==> src/rtl/xcvr_pkg.sv <==
// Package: shared types and constants of the registered bus transceiver.
// Assumes: the consumers use the select encoding below on their pins.
package xcvr_pkg;

    // Default depth of the load-strobe synchroniser
    localparam int unsigned XCVR_SYNC_DEPTH = 2;

    // Source choice of one direction's drive stage
    typedef enum logic {
        SRC_LIVE   = 1'b0,
        SRC_STORED = 1'b1
    } src_sel_e;

endpackage

==> src/rtl/xcvr_edge_pulse.sv <==
// Module: xcvr_edge_pulse
// Brings an asynchronous load strobe into the clk domain and produces a
// one-cycle pulse on each of its rising edges.
// Assumes: each strobe level lasts at least two clk periods.
module xcvr_edge_pulse #(
    parameter int unsigned DEPTH = 2
) (
    input  logic clk,
    input  logic rst_n,
    input  logic strobe_i,
    output logic pulse_o
);
    localparam int unsigned LAST = DEPTH - 1;

    logic [DEPTH-1:0] sync_q;
    logic             prev_q;

    // Synchroniser chain: stage 0 samples the asynchronous strobe
    always_ff @(posedge clk) begin
        if (!rst_n) sync_q[0] <= 1'b0;
        else        sync_q[0] <= strobe_i;
    end

    genvar s;
    generate
        for (s = 1; s < DEPTH; s++) begin : g_stage
            // Each later stage retimes the one before
            always_ff @(posedge clk) begin
                if (!rst_n) sync_q[s] <= 1'b0;
                else        sync_q[s] <= sync_q[s-1];
            end
        end
    endgenerate

    // Delayed copy of the synchronised level, used to find the edge
    always_ff @(posedge clk) begin
        if (!rst_n) prev_q <= 1'b0;
        else        prev_q <= sync_q[LAST];
    end

    // Rising edge detected
    assign pulse_o = sync_q[LAST] & ~prev_q;

endmodule

==> src/rtl/xcvr_store_reg.sv <==
// Module: xcvr_store_reg
// Storage register of one direction. It captures its source port when the
// load pulse is high, whatever the output controls are doing.
// Assumes: load_i is a single-cycle pulse in the clk domain.
module xcvr_store_reg #(
    parameter int unsigned W = 8
) (
    input  logic         clk,
    input  logic         rst_n,
    input  logic         load_i,
    input  logic [W-1:0] d_i,
    output logic [W-1:0] q_o
);
    logic [W-1:0] word_q;

    // Capture the source port value on a load pulse
    always_ff @(posedge clk) begin
        if (!rst_n)      word_q <= '0;
        else if (load_i) word_q <= d_i;
    end

    assign q_o = word_q;

endmodule

==> src/rtl/xcvr_drive_stage.sv <==
// Module: xcvr_drive_stage
// Output stage of one direction. It picks the live or the stored word and
// registers that word together with the per-bit enable, so both change
// on the same clk edge.
// Assumes: en_i is already in active-high form.
module xcvr_drive_stage #(
    parameter int unsigned W = 8
) (
    input  logic              clk,
    input  logic              rst_n,
    input  logic              en_i,
    input  xcvr_pkg::src_sel_e sel_i,
    input  logic [W-1:0]      live_i,
    input  logic [W-1:0]      stored_i,
    output logic [W-1:0]      data_o,
    output logic [W-1:0]      oe_o
);
    import xcvr_pkg::*;

    logic [W-1:0] pick;
    logic [W-1:0] data_q;
    logic [W-1:0] oe_q;

    // Source multiplexer ahead of the output register
    always_comb begin
        pick = (sel_i == SRC_STORED) ? stored_i : live_i;
    end

    // Register the data and the enable together
    always_ff @(posedge clk) begin
        if (!rst_n) begin
            data_q <= '0;
            oe_q   <= '0;
        end else begin
            data_q <= pick;
            oe_q   <= {W{en_i}};
        end
    end

    assign data_o = data_q;
    assign oe_o   = oe_q;

endmodule

==> src/rtl/xcvr_half.sv <==
// Module: xcvr_half
// One independent half of the transceiver. It holds both directions'
// strobe detectors, storage registers and drive stages.
// Assumes: a_i and b_i are the resolved wire levels, including this
// half's own drive.
module xcvr_half #(
    parameter int unsigned W          = 8,
    parameter int unsigned SYNC_DEPTH = xcvr_pkg::XCVR_SYNC_DEPTH
) (
    input  logic         clk,
    input  logic         rst_n,
    input  logic         ab_en_i,
    input  logic         ba_en_n_i,
    input  logic         ab_sel_i,
    input  logic         ba_sel_i,
    input  logic         ab_ld_i,
    input  logic         ba_ld_i,
    input  logic [W-1:0] a_i,
    input  logic [W-1:0] b_i,
    output logic [W-1:0] a_o,
    output logic [W-1:0] a_oe_o,
    output logic [W-1:0] b_o,
    output logic [W-1:0] b_oe_o
);
    import xcvr_pkg::*;

    logic         ab_load, ba_load;
    logic [W-1:0] ab_word, ba_word;
    src_sel_e     ab_src, ba_src;

    // Map the raw select pins onto the source type
    always_comb begin
        ab_src = ab_sel_i ? SRC_STORED : SRC_LIVE;
        ba_src = ba_sel_i ? SRC_STORED : SRC_LIVE;
    end

    xcvr_edge_pulse #(.DEPTH(SYNC_DEPTH)) i_ab_edge (
        .clk(clk), .rst_n(rst_n), .strobe_i(ab_ld_i), .pulse_o(ab_load)
    );
    xcvr_edge_pulse #(.DEPTH(SYNC_DEPTH)) i_ba_edge (
        .clk(clk), .rst_n(rst_n), .strobe_i(ba_ld_i), .pulse_o(ba_load)
    );

    xcvr_store_reg #(.W(W)) i_ab_reg (
        .clk(clk), .rst_n(rst_n), .load_i(ab_load), .d_i(a_i), .q_o(ab_word)
    );
    xcvr_store_reg #(.W(W)) i_ba_reg (
        .clk(clk), .rst_n(rst_n), .load_i(ba_load), .d_i(b_i), .q_o(ba_word)
    );

    // Toward B: the enable pin is active high
    xcvr_drive_stage #(.W(W)) i_b_drive (
        .clk(clk), .rst_n(rst_n), .en_i(ab_en_i), .sel_i(ab_src),
        .live_i(a_i), .stored_i(ab_word), .data_o(b_o), .oe_o(b_oe_o)
    );
    // Toward A: the enable pin is active low
    xcvr_drive_stage #(.W(W)) i_a_drive (
        .clk(clk), .rst_n(rst_n), .en_i(~ba_en_n_i), .sel_i(ba_src),
        .live_i(b_i), .stored_i(ba_word), .data_o(a_o), .oe_o(a_oe_o)
    );

endmodule

==> src/rtl/dual_reg_xcvr.sv <==
// Module: dual_reg_xcvr (top)
// Registered bidirectional transceiver made of N_HALF independent halves
// of HALF_W bits each. Every port is split into input, output and
// per-bit enable vectors.
// Assumes: the enables and selects are synchronous to clk. The load
// strobes may be asynchronous.
module dual_reg_xcvr #(
    parameter int unsigned HALF_W     = 8,
    parameter int unsigned N_HALF     = 2,
    parameter int unsigned SYNC_DEPTH = xcvr_pkg::XCVR_SYNC_DEPTH
) (
    input  logic                       clk,
    input  logic                       rst_n,
    input  logic [N_HALF-1:0]          ab_oe,
    input  logic [N_HALF-1:0]          ba_oe_n,
    input  logic [N_HALF-1:0]          ab_sel,
    input  logic [N_HALF-1:0]          ba_sel,
    input  logic [N_HALF-1:0]          ab_ld,
    input  logic [N_HALF-1:0]          ba_ld,
    input  logic [N_HALF*HALF_W-1:0]   a_in,
    output logic [N_HALF*HALF_W-1:0]   a_out,
    output logic [N_HALF*HALF_W-1:0]   a_oe,
    input  logic [N_HALF*HALF_W-1:0]   b_in,
    output logic [N_HALF*HALF_W-1:0]   b_out,
    output logic [N_HALF*HALF_W-1:0]   b_oe
);
    genvar h;
    generate
        for (h = 0; h < N_HALF; h++) begin : g_half
            localparam int unsigned LO = h * HALF_W;
            xcvr_half #(.W(HALF_W), .SYNC_DEPTH(SYNC_DEPTH)) i_half (
                .clk       (clk),
                .rst_n     (rst_n),
                .ab_en_i   (ab_oe[h]),
                .ba_en_n_i (ba_oe_n[h]),
                .ab_sel_i  (ab_sel[h]),
                .ba_sel_i  (ba_sel[h]),
                .ab_ld_i   (ab_ld[h]),
                .ba_ld_i   (ba_ld[h]),
                .a_i       (a_in[LO +: HALF_W]),
                .b_i       (b_in[LO +: HALF_W]),
                .a_o       (a_out[LO +: HALF_W]),
                .a_oe_o    (a_oe[LO +: HALF_W]),
                .b_o       (b_out[LO +: HALF_W]),
                .b_oe_o    (b_oe[LO +: HALF_W])
            );
        end
    endgenerate

endmodule

==> config.mk <==
export PLATFORM = sky130hd
export DESIGN_NAME = dual_reg_xcvr
export DESIGN_NICKNAME = d
export VERILOG_FILES = /design/src/rtl/xcvr_pkg.sv /design/src/rtl/xcvr_edge_pulse.sv /design/src/rtl/xcvr_store_reg.sv /design/src/rtl/xcvr_drive_stage.sv /design/src/rtl/xcvr_half.sv /design/src/rtl/dual_reg_xcvr.sv
export SDC_FILE = /design/constraint.sdc
export NUM_CORES = 1
export LEC_CHECK = 0
export BUFFER_PORTS_ARGS = -buffer_cell sky130_fd_sc_hd__buf_2
export CORE_ASPECT_RATIO = 1.4
export CORE_MARGIN = 10
export CORE_UTILIZATION = 40
export DETAILED_ROUTE_END_ITERATION = 10
export PLACE_DENSITY = 0.69
export RECOVER_POWER = 25
export SETUP_SLACK_MARGIN = 0.5
export SLEW_MARGIN = 5
export SYNTH_ARGS = -nofsm -noshare
export SYNTH_HDL_FRONTEND = slang
export SYNTH_SLANG_ARGS = --single-unit
==> constraint.sdc <==
create_clock -name clk -period 0.9 [get_ports clk]
set_input_delay 0.135 -clock clk [delete_from_list [all_inputs] [get_ports clk]]
set_output_delay 0.135 -clock clk [all_outputs]
set_load 0.01 [all_outputs]
==> results of run 1 <==
-- cells in the mapped netlist --
library cell  count  share of area [%]
and2_1           14                2.8
buf_2             9                1.4
buf_4            28                6.7
buf_6             7                2.5
clkbuf_1          3               0.36
clkbuf_2          1               0.16
dfxtp_1          80                 51
mux2i_1          64                 20
nand2_1          64                7.6
nor2b_1          38                7.5
-- area by class of cell --
| cell class | count | area share [%] |
|---|---|---|
| flip-flops and latches | 80 | 40.9 |
| clock inverters | 3 | 0.964 |
| multi-input cells | 180 | 29.9 |
| repair buffers | 117 | 21.3 |
| clock buffers | 13 | 3.83 |
| well taps | 100 | 3.01 |
-- kinds of logic (layout without fill, tap and decap cells) --
| family | Yosys count | in the layout | share of synthesized area, % |
|---|---|---|---|
| buf+inv | 48 | 133 | 11.1 |
| flops | 80 | 80 | 50.7 |
| mux | 64 | 64 | 20.3 |
| simple gates | 116 | 116 | 17.9 |
-- power groups by stage --
stage                     registers (mW)  logic, mW  clock network (mW)
after CTS                           3.79      0.851                2.75
final                               3.79      0.862                2.66
after detailed placement            3.84      0.755                   0
after global routing                3.81      0.947                2.91
after floorplan                     3.89      0.590                   0
after global placement              3.83      0.739                   0
-- routing by layer --
layer,track usage [%],share of wire [%],vias to the layer above,routed length [um]
li1,-,-,1105,-
met1,10.9,40,995,2600
met2,16.2,47,73,3120
met3,5.57,11,14,717
met4,5.30,2.0,0,131
met5,0,0,-,0
-- registers in the layout, indices dropped and copies added (netlist names) --
signal                          cells
g_half.i_half.i_ba_edge.prev_q      2
g_half.i_half.i_a_drive.data_o     16
g_half.i_half.i_b_drive.oe_o        2
g_half.i_half.i_ba_reg.q_o         16
g_half.i_half.i_ab_reg.q_o         16
g_half.i_half.i_b_drive.data_o     16
g_half.i_half.i_a_drive.oe_o        2
g_half.i_half.i_ab_edge.prev_q      2
g_half.i_half.i_ba_edge.sync_q      4
g_half.i_half.i_ab_edge.sync_q      4
-- repair_timing --
item / CTS / global route
setup endpoints to repair: 136 / 137
hold endpoints to repair: 8 / 8
gates resized for setup: 74 / 23
cloned: 0 / 2
pin swaps: 0 / 2
setup buffers: 0 / 0
-- placed cells by master (no fill, tap or decap), drive strengths merged --
cell      n
buf     113
nand2    64
and2     14
clkinv    2
mux2i    64
clkbuf   17
dfxtp    80
nor2b    38
bufinv    1
-- final timing paths --
path              slack (ns)                                              end
hold / removal         -0.08    g_half[1].i_half.i_a_drive.oe_o[0]$_SDFF_PN0_
hold reg to reg         0.43  g_half[1].i_half.i_ba_edge.sync_q[1]$_SDFF_PN0_
setup / recovery       -0.11                                          b_oe[4]
setup reg to reg        0.01    g_half[0].i_half.i_ab_reg.q_o[3]$_SDFFE_PN0P_
==> results.txt, run 1 <==
status -> finished with violations
failing checks -> negative hold slack, negative setup slack
Mapped Nets -> 354
htree depth -> 3
Num CTS Buffers -> 9
Pleak -> 1.86 nW
GRT Util Overall -> 10.4%
Int Pwr -> 5.61 mW
crit start category -> register
average cell area after synthesis -> 10.3 um^2
pre-CTS setup slack -> -0.0128 ns
Seq pwr share -> 51.9%
Placed Instance Area -> 3600 um^2
Root Driver -> clkbuf_8
WP buf/inv -> 1
WP data required -> 0.76 ns
switch share -> 23.3%
CP max stage cell -> dfxtp_4
Gate Count Post-Synth -> 308
DRC Markers -> 0
Psw -> 1.70 mW
CTS max path bufs -> 2
worst setup path start -> g_half[0].i_half.i_b_drive.oe_o[0]$_SDFF_PN0_
setup TNS -> -3.75 ns
Max rail drop VDD -> 922 uV
Min Clock Period, post-route -> 1.01 ns
register area -> 1700 um^2
footprint of the multi-input gates -> 1240 um^2
n_diodes -> 0
TritonRoute pass-1 iters -> 3
hold path depth -> 2
DRT Wirelength -> 6.58 mm
Fin Hold WS -> -0.0780 ns
family with the most delay on the worst path -> flip-flops
GRT Residual Overflow -> 0
Hold Path Class -> in -> reg
sequential area share after synthesis -> 50.7%
Fillers -> 686
crit end category -> primary output
Initial DRC Count -> 62
IO Port Bufs -> 109
period utilization -> 113%
core area -> 7700 um^2
crit-path max cell delay -> 0.39 ns
maximum clock rate -> 986 MHz
CP arrival -> 0.88 ns
CTS tree -> built
clk_lat worst skew -> 0.35 ns
Final Hold Fails -> 6
RSZ-0062 raised after global routing -> true
Pwr Total -> 7.31 mW
Initial Util -> 41.0%
Critical Path Fanout Max -> 8
Die Span Y -> 125 um
Unique masters post-synth -> 10
max_slew headroom -> 60.8%
largest net degree at the start of global routing -> 58
Tightest Pin Transition -> 0.589 ns
first-pass GRT wire length -> 9.78 mm
GP Congestion -> 0.710
power per cell area -> 1760 nW/um^2
Synth Register Bits -> 80
via count -> 2187
Combinational Power Share -> 11.8%
clk sinks -> 80
final core occ -> 53.9%
layout cells sized above 1 -> 52.2%
Clock Skews -> 0.00781 ns
Slew Limit Fails -> 0
design area -> 4150 um^2
Die Wd -> 95.1 um
fin worst setup slack -> -0.114 ns
Mapped Area -> 3160 um^2
cell depth of the worst flop-to-flop path -> 3
reg2reg start -> g_half[0].i_half.i_ab_edge.sync_q[1]$_SDFF_PN0_
final setup fails -> 69
antenna violations before repair -> 0
vias in the first global route -> 2168
dpl cells -> 475
clock power share -> 36.3%
Boundary Pins -> 110
Hold Path Origin -> ba_oe_n[1]
Setup CP Type -> reg -> out
final net count -> 434
WP depth -> 1
CTS clk-pin slew, worst paths -> 0.08 ns
Finished Layout Cells -> 493
WL/cell -> 13.3 um
DP HPWL -> 4.55 mm
row count -> 38
synthesis warning total -> 0
antenna-violating nets left -> 0
MaxCap Viol Count -> 0
worst path cell trace -> buf_2
P&R area growth vs syn -> 31.5%
Die Area -> 11900 um^2
DR vias/cell -> 4.44
Power figures use the tool's default switching activity.
==> inputs of run 2 (changes only) <==
- CORE_UTILIZATION: 40 -> 30
- PLACE_DENSITY: 0.69 -> default
- SYNTH_HIERARCHICAL: default -> 1
==> run 2 against run 1 <==
  * Setup slack gained 0.0052 ns
  * The run ends with negative setup slack left
  * Global-route usage shrank 1.6 points
  * First-iteration DRC count shrank 52%
  * Cell area grew 7.3%
  * Core utilization shrank 9.4 points
  * Routed wire length grew 1.8%
  * Clock skew shrank 0.0024 ns
  * Total power grew 16%
  * Sequential cell count is the same
==> results.txt, run 2 <==
status -> finished with violations
failing checks -> negative setup slack
Final Hold Fails -> 0
period utilization -> 112%
core area -> 10000 um^2
WP buf/inv -> 1
Gate Count Post-Synth -> 266
most frequent cells after synthesis -> dfxtp_1, mux2i_1, nor2b_1, buf_4, and2_1
Compound-Gate Fraction of Synth Area -> 0%
TritonRoute pass-1 iters -> 3
Die Span Y -> 140 um
power per cell area -> 1910 nW/um^2
family with the most delay on the worst path -> flip-flops
Yosys top cell by area -> dfxtp_1
Num CTS Buffers -> 9
sequential area share after synthesis -> 51.6%
count leader, synth -> dfxtp_1
synthesis warning total -> 6
Unique masters post-synth -> 8
DRC Markers -> 0
Post-synth EDFFs -> 0
IO Port Bufs -> 109
layout cells sized above 1 -> 54.4%
mux contribution to synthesized area -> 20.6%
first-pass GRT wire length -> 10.4 mm
asr flop ratio synth -> 0%
Critical Path Fanout Max -> 8
WL/cell -> 13.4 um
# Post-CTS Setup Buffers -> 0
htree depth -> 3
DP HPWL -> 4.76 mm
Clock Skews -> 0.00541 ns
antenna-violating nets left -> 0
P&R area growth vs syn -> 43.4%
Synth area leaders -> dfxtp_1, mux2i_1, nor2b_1
Initial DRC Count -> 30
clk_lat worst skew -> 0.33 ns
setup TNS -> -5.07 ns
Finished Layout Cells -> 500
Synth Area in Simple Gates -> 17.9%
antenna violations before repair -> 1
Min Clock Period, post-route -> 1.01 ns
GRT Residual Overflow -> 0
GP Congestion -> 0.696
vias in the first global route -> 2101
CTS max path bufs -> 2
CTS tree -> built
DRT Wirelength -> 6.70 mm
row count -> 43
Mapped Nets -> 312
most frequent cells in the layout -> nor2b_1, buf_6, mux2i_1
fin worst setup slack -> -0.109 ns
Die Area -> 14900 um^2
Tightest Pin Transition -> 0.603 ns
final net count -> 405
GRT Util Overall -> 8.74%
worst path cell trace -> buf_6
crit end category -> primary output
Die Wd -> 106 um
Root Driver -> clkbuf_16
maximum clock rate -> 991 MHz
adder-cell share of the synthesized area -> 0%
Max rail drop VDD -> 1310 uV
Pleak -> 1.89 nW
XOR/XNOR Fraction of Synth Area -> 0%
DR vias/cell -> 4.09
main combinational cell family by area after synthesis -> multiplexers
top_reg_cell synth -> dfxtp_1
dpl cells -> 482
Setup CP Type -> reg -> out
CP arrival -> 0.87 ns
Mapped Area -> 3110 um^2
MaxCap Viol Count -> 0
clk sinks -> 80
max_slew headroom -> 59.8%
largest net degree at the start of global routing -> 31
Boundary Pins -> 110
crit-path max cell delay -> 0.42 ns
CTS clk-pin slew, worst paths -> 0.06 ns
average cell area after synthesis -> 11.7 um^2
Synth Register Bits -> 80
Hold Path Class -> in -> reg
final setup fails -> 64
crit start category -> register
RSZ-0062 raised after global routing -> true
Slew Limit Fails -> 0
CP max stage cell -> dfxtp_4
via count -> 2044
Synth top area share -> 51.6%
Initial Util -> 31.0%
WP data required -> 0.76 ns
-- run 2: cell count changes in the layout (fill, tap and decap cells not counted), sizes merged --
cell      delta
inv          +2
buf          +1
clkinvlp     +1
and2         +2
diode        +1
clkbuf       -1
nor2b       +30
nand2       -64
-- run 2: logic make-up after synthesis --
| logic type | Yosys count |
|---|---|
| flops | 80 |
| mux | 64 |
| simple gates | 84 |
| buf+inv | 38 |
-- run 2: layout make-up --
class | count | area [um^2]
Tap cell | 135 | 169
Multi-Input combinational cell | 148 | 1220
Timing Repair Buffer | 118 | 1050
Antenna cell | 1 | 2.50
Sequential cell | 80 | 1680
Inverter | 2 | 7.51
Clock inverter | 4 | 51.3
Fill cell | 986 | 5550
Clock buffer | 12 | 268
-- run 2: final timing paths --
path / startpoint / end / slack (ns) / cells past startpoint
setup / recovery: g_half[0].i_half/i_b_drive/oe_o[0]$_SDFF_PN0_ / b_oe[7] / -0.11 / 1
setup reg to reg: g_half[1].i_half/i_ab_edge/sync_q[1]$_SDFF_PN0_ / g_half[1].i_half/i_ab_reg/q_o[6]$_SDFFE_PN0P_ / -0.09 / 4
hold reg to reg: g_half[0].i_half/i_ba_edge/sync_q[0]$_SDFF_PN0_ / g_half[0].i_half/i_ba_edge/sync_q[1]$_SDFF_PN0_ / 0.43 / 1
hold / removal: ba_ld[1] / g_half[1].i_half/i_ba_edge/sync_q[0]$_SDFF_PN0_ / 0.01 / 2
-- run 2: repair_timing --
item,CTS,global route
endpoints found under the hold margin,4,0
endpoints found under the setup margin,136,140
gates cloned,0,1
resized for setup,47,52
-- run 2: stage by stage --
step                      worst slack, ns  instance area, um^2  hold WS, ns  total power, mW  utilization (%)
after floorplan                  0.000166                 3300        0.256             4.41                -
after global routing               -0.167                 4450      0.00707             8.89             44.5
after CTS                          -0.101                 4280     -0.00708             8.60             42.8
after detailed placement           -0.102                 3710        0.344             4.63             37.1
final                              -0.109                 4450       0.0104             8.51             44.5
after global placement            -0.0569                 3710        0.345             4.61             37.1
-- run 2: report_power, final --
part | internal, mW | switching (mW) | total [mW]
Clock | 2.39 | 1.39 | 3.78
Combinational | 0.562 | 0.369 | 0.931
Sequential | 3.71 | 0.0940 | 3.80
Total | 6.66 | 1.85 | 8.51
-- run 2: metal layers --
metal / share of wire (%) / wire, um / global-route usage [%] / vias to the layer above
met1: 39 / 2620 / 8.91 / 939
met3: 7.6 / 507 / 3.67 / 11
li1: - / - / - / 1027
met2: 51 / 3400 / 14.1 / 67
met4: 2.4 / 161 / 6.22 / 0
met5: 0 / 0 / 0 / -
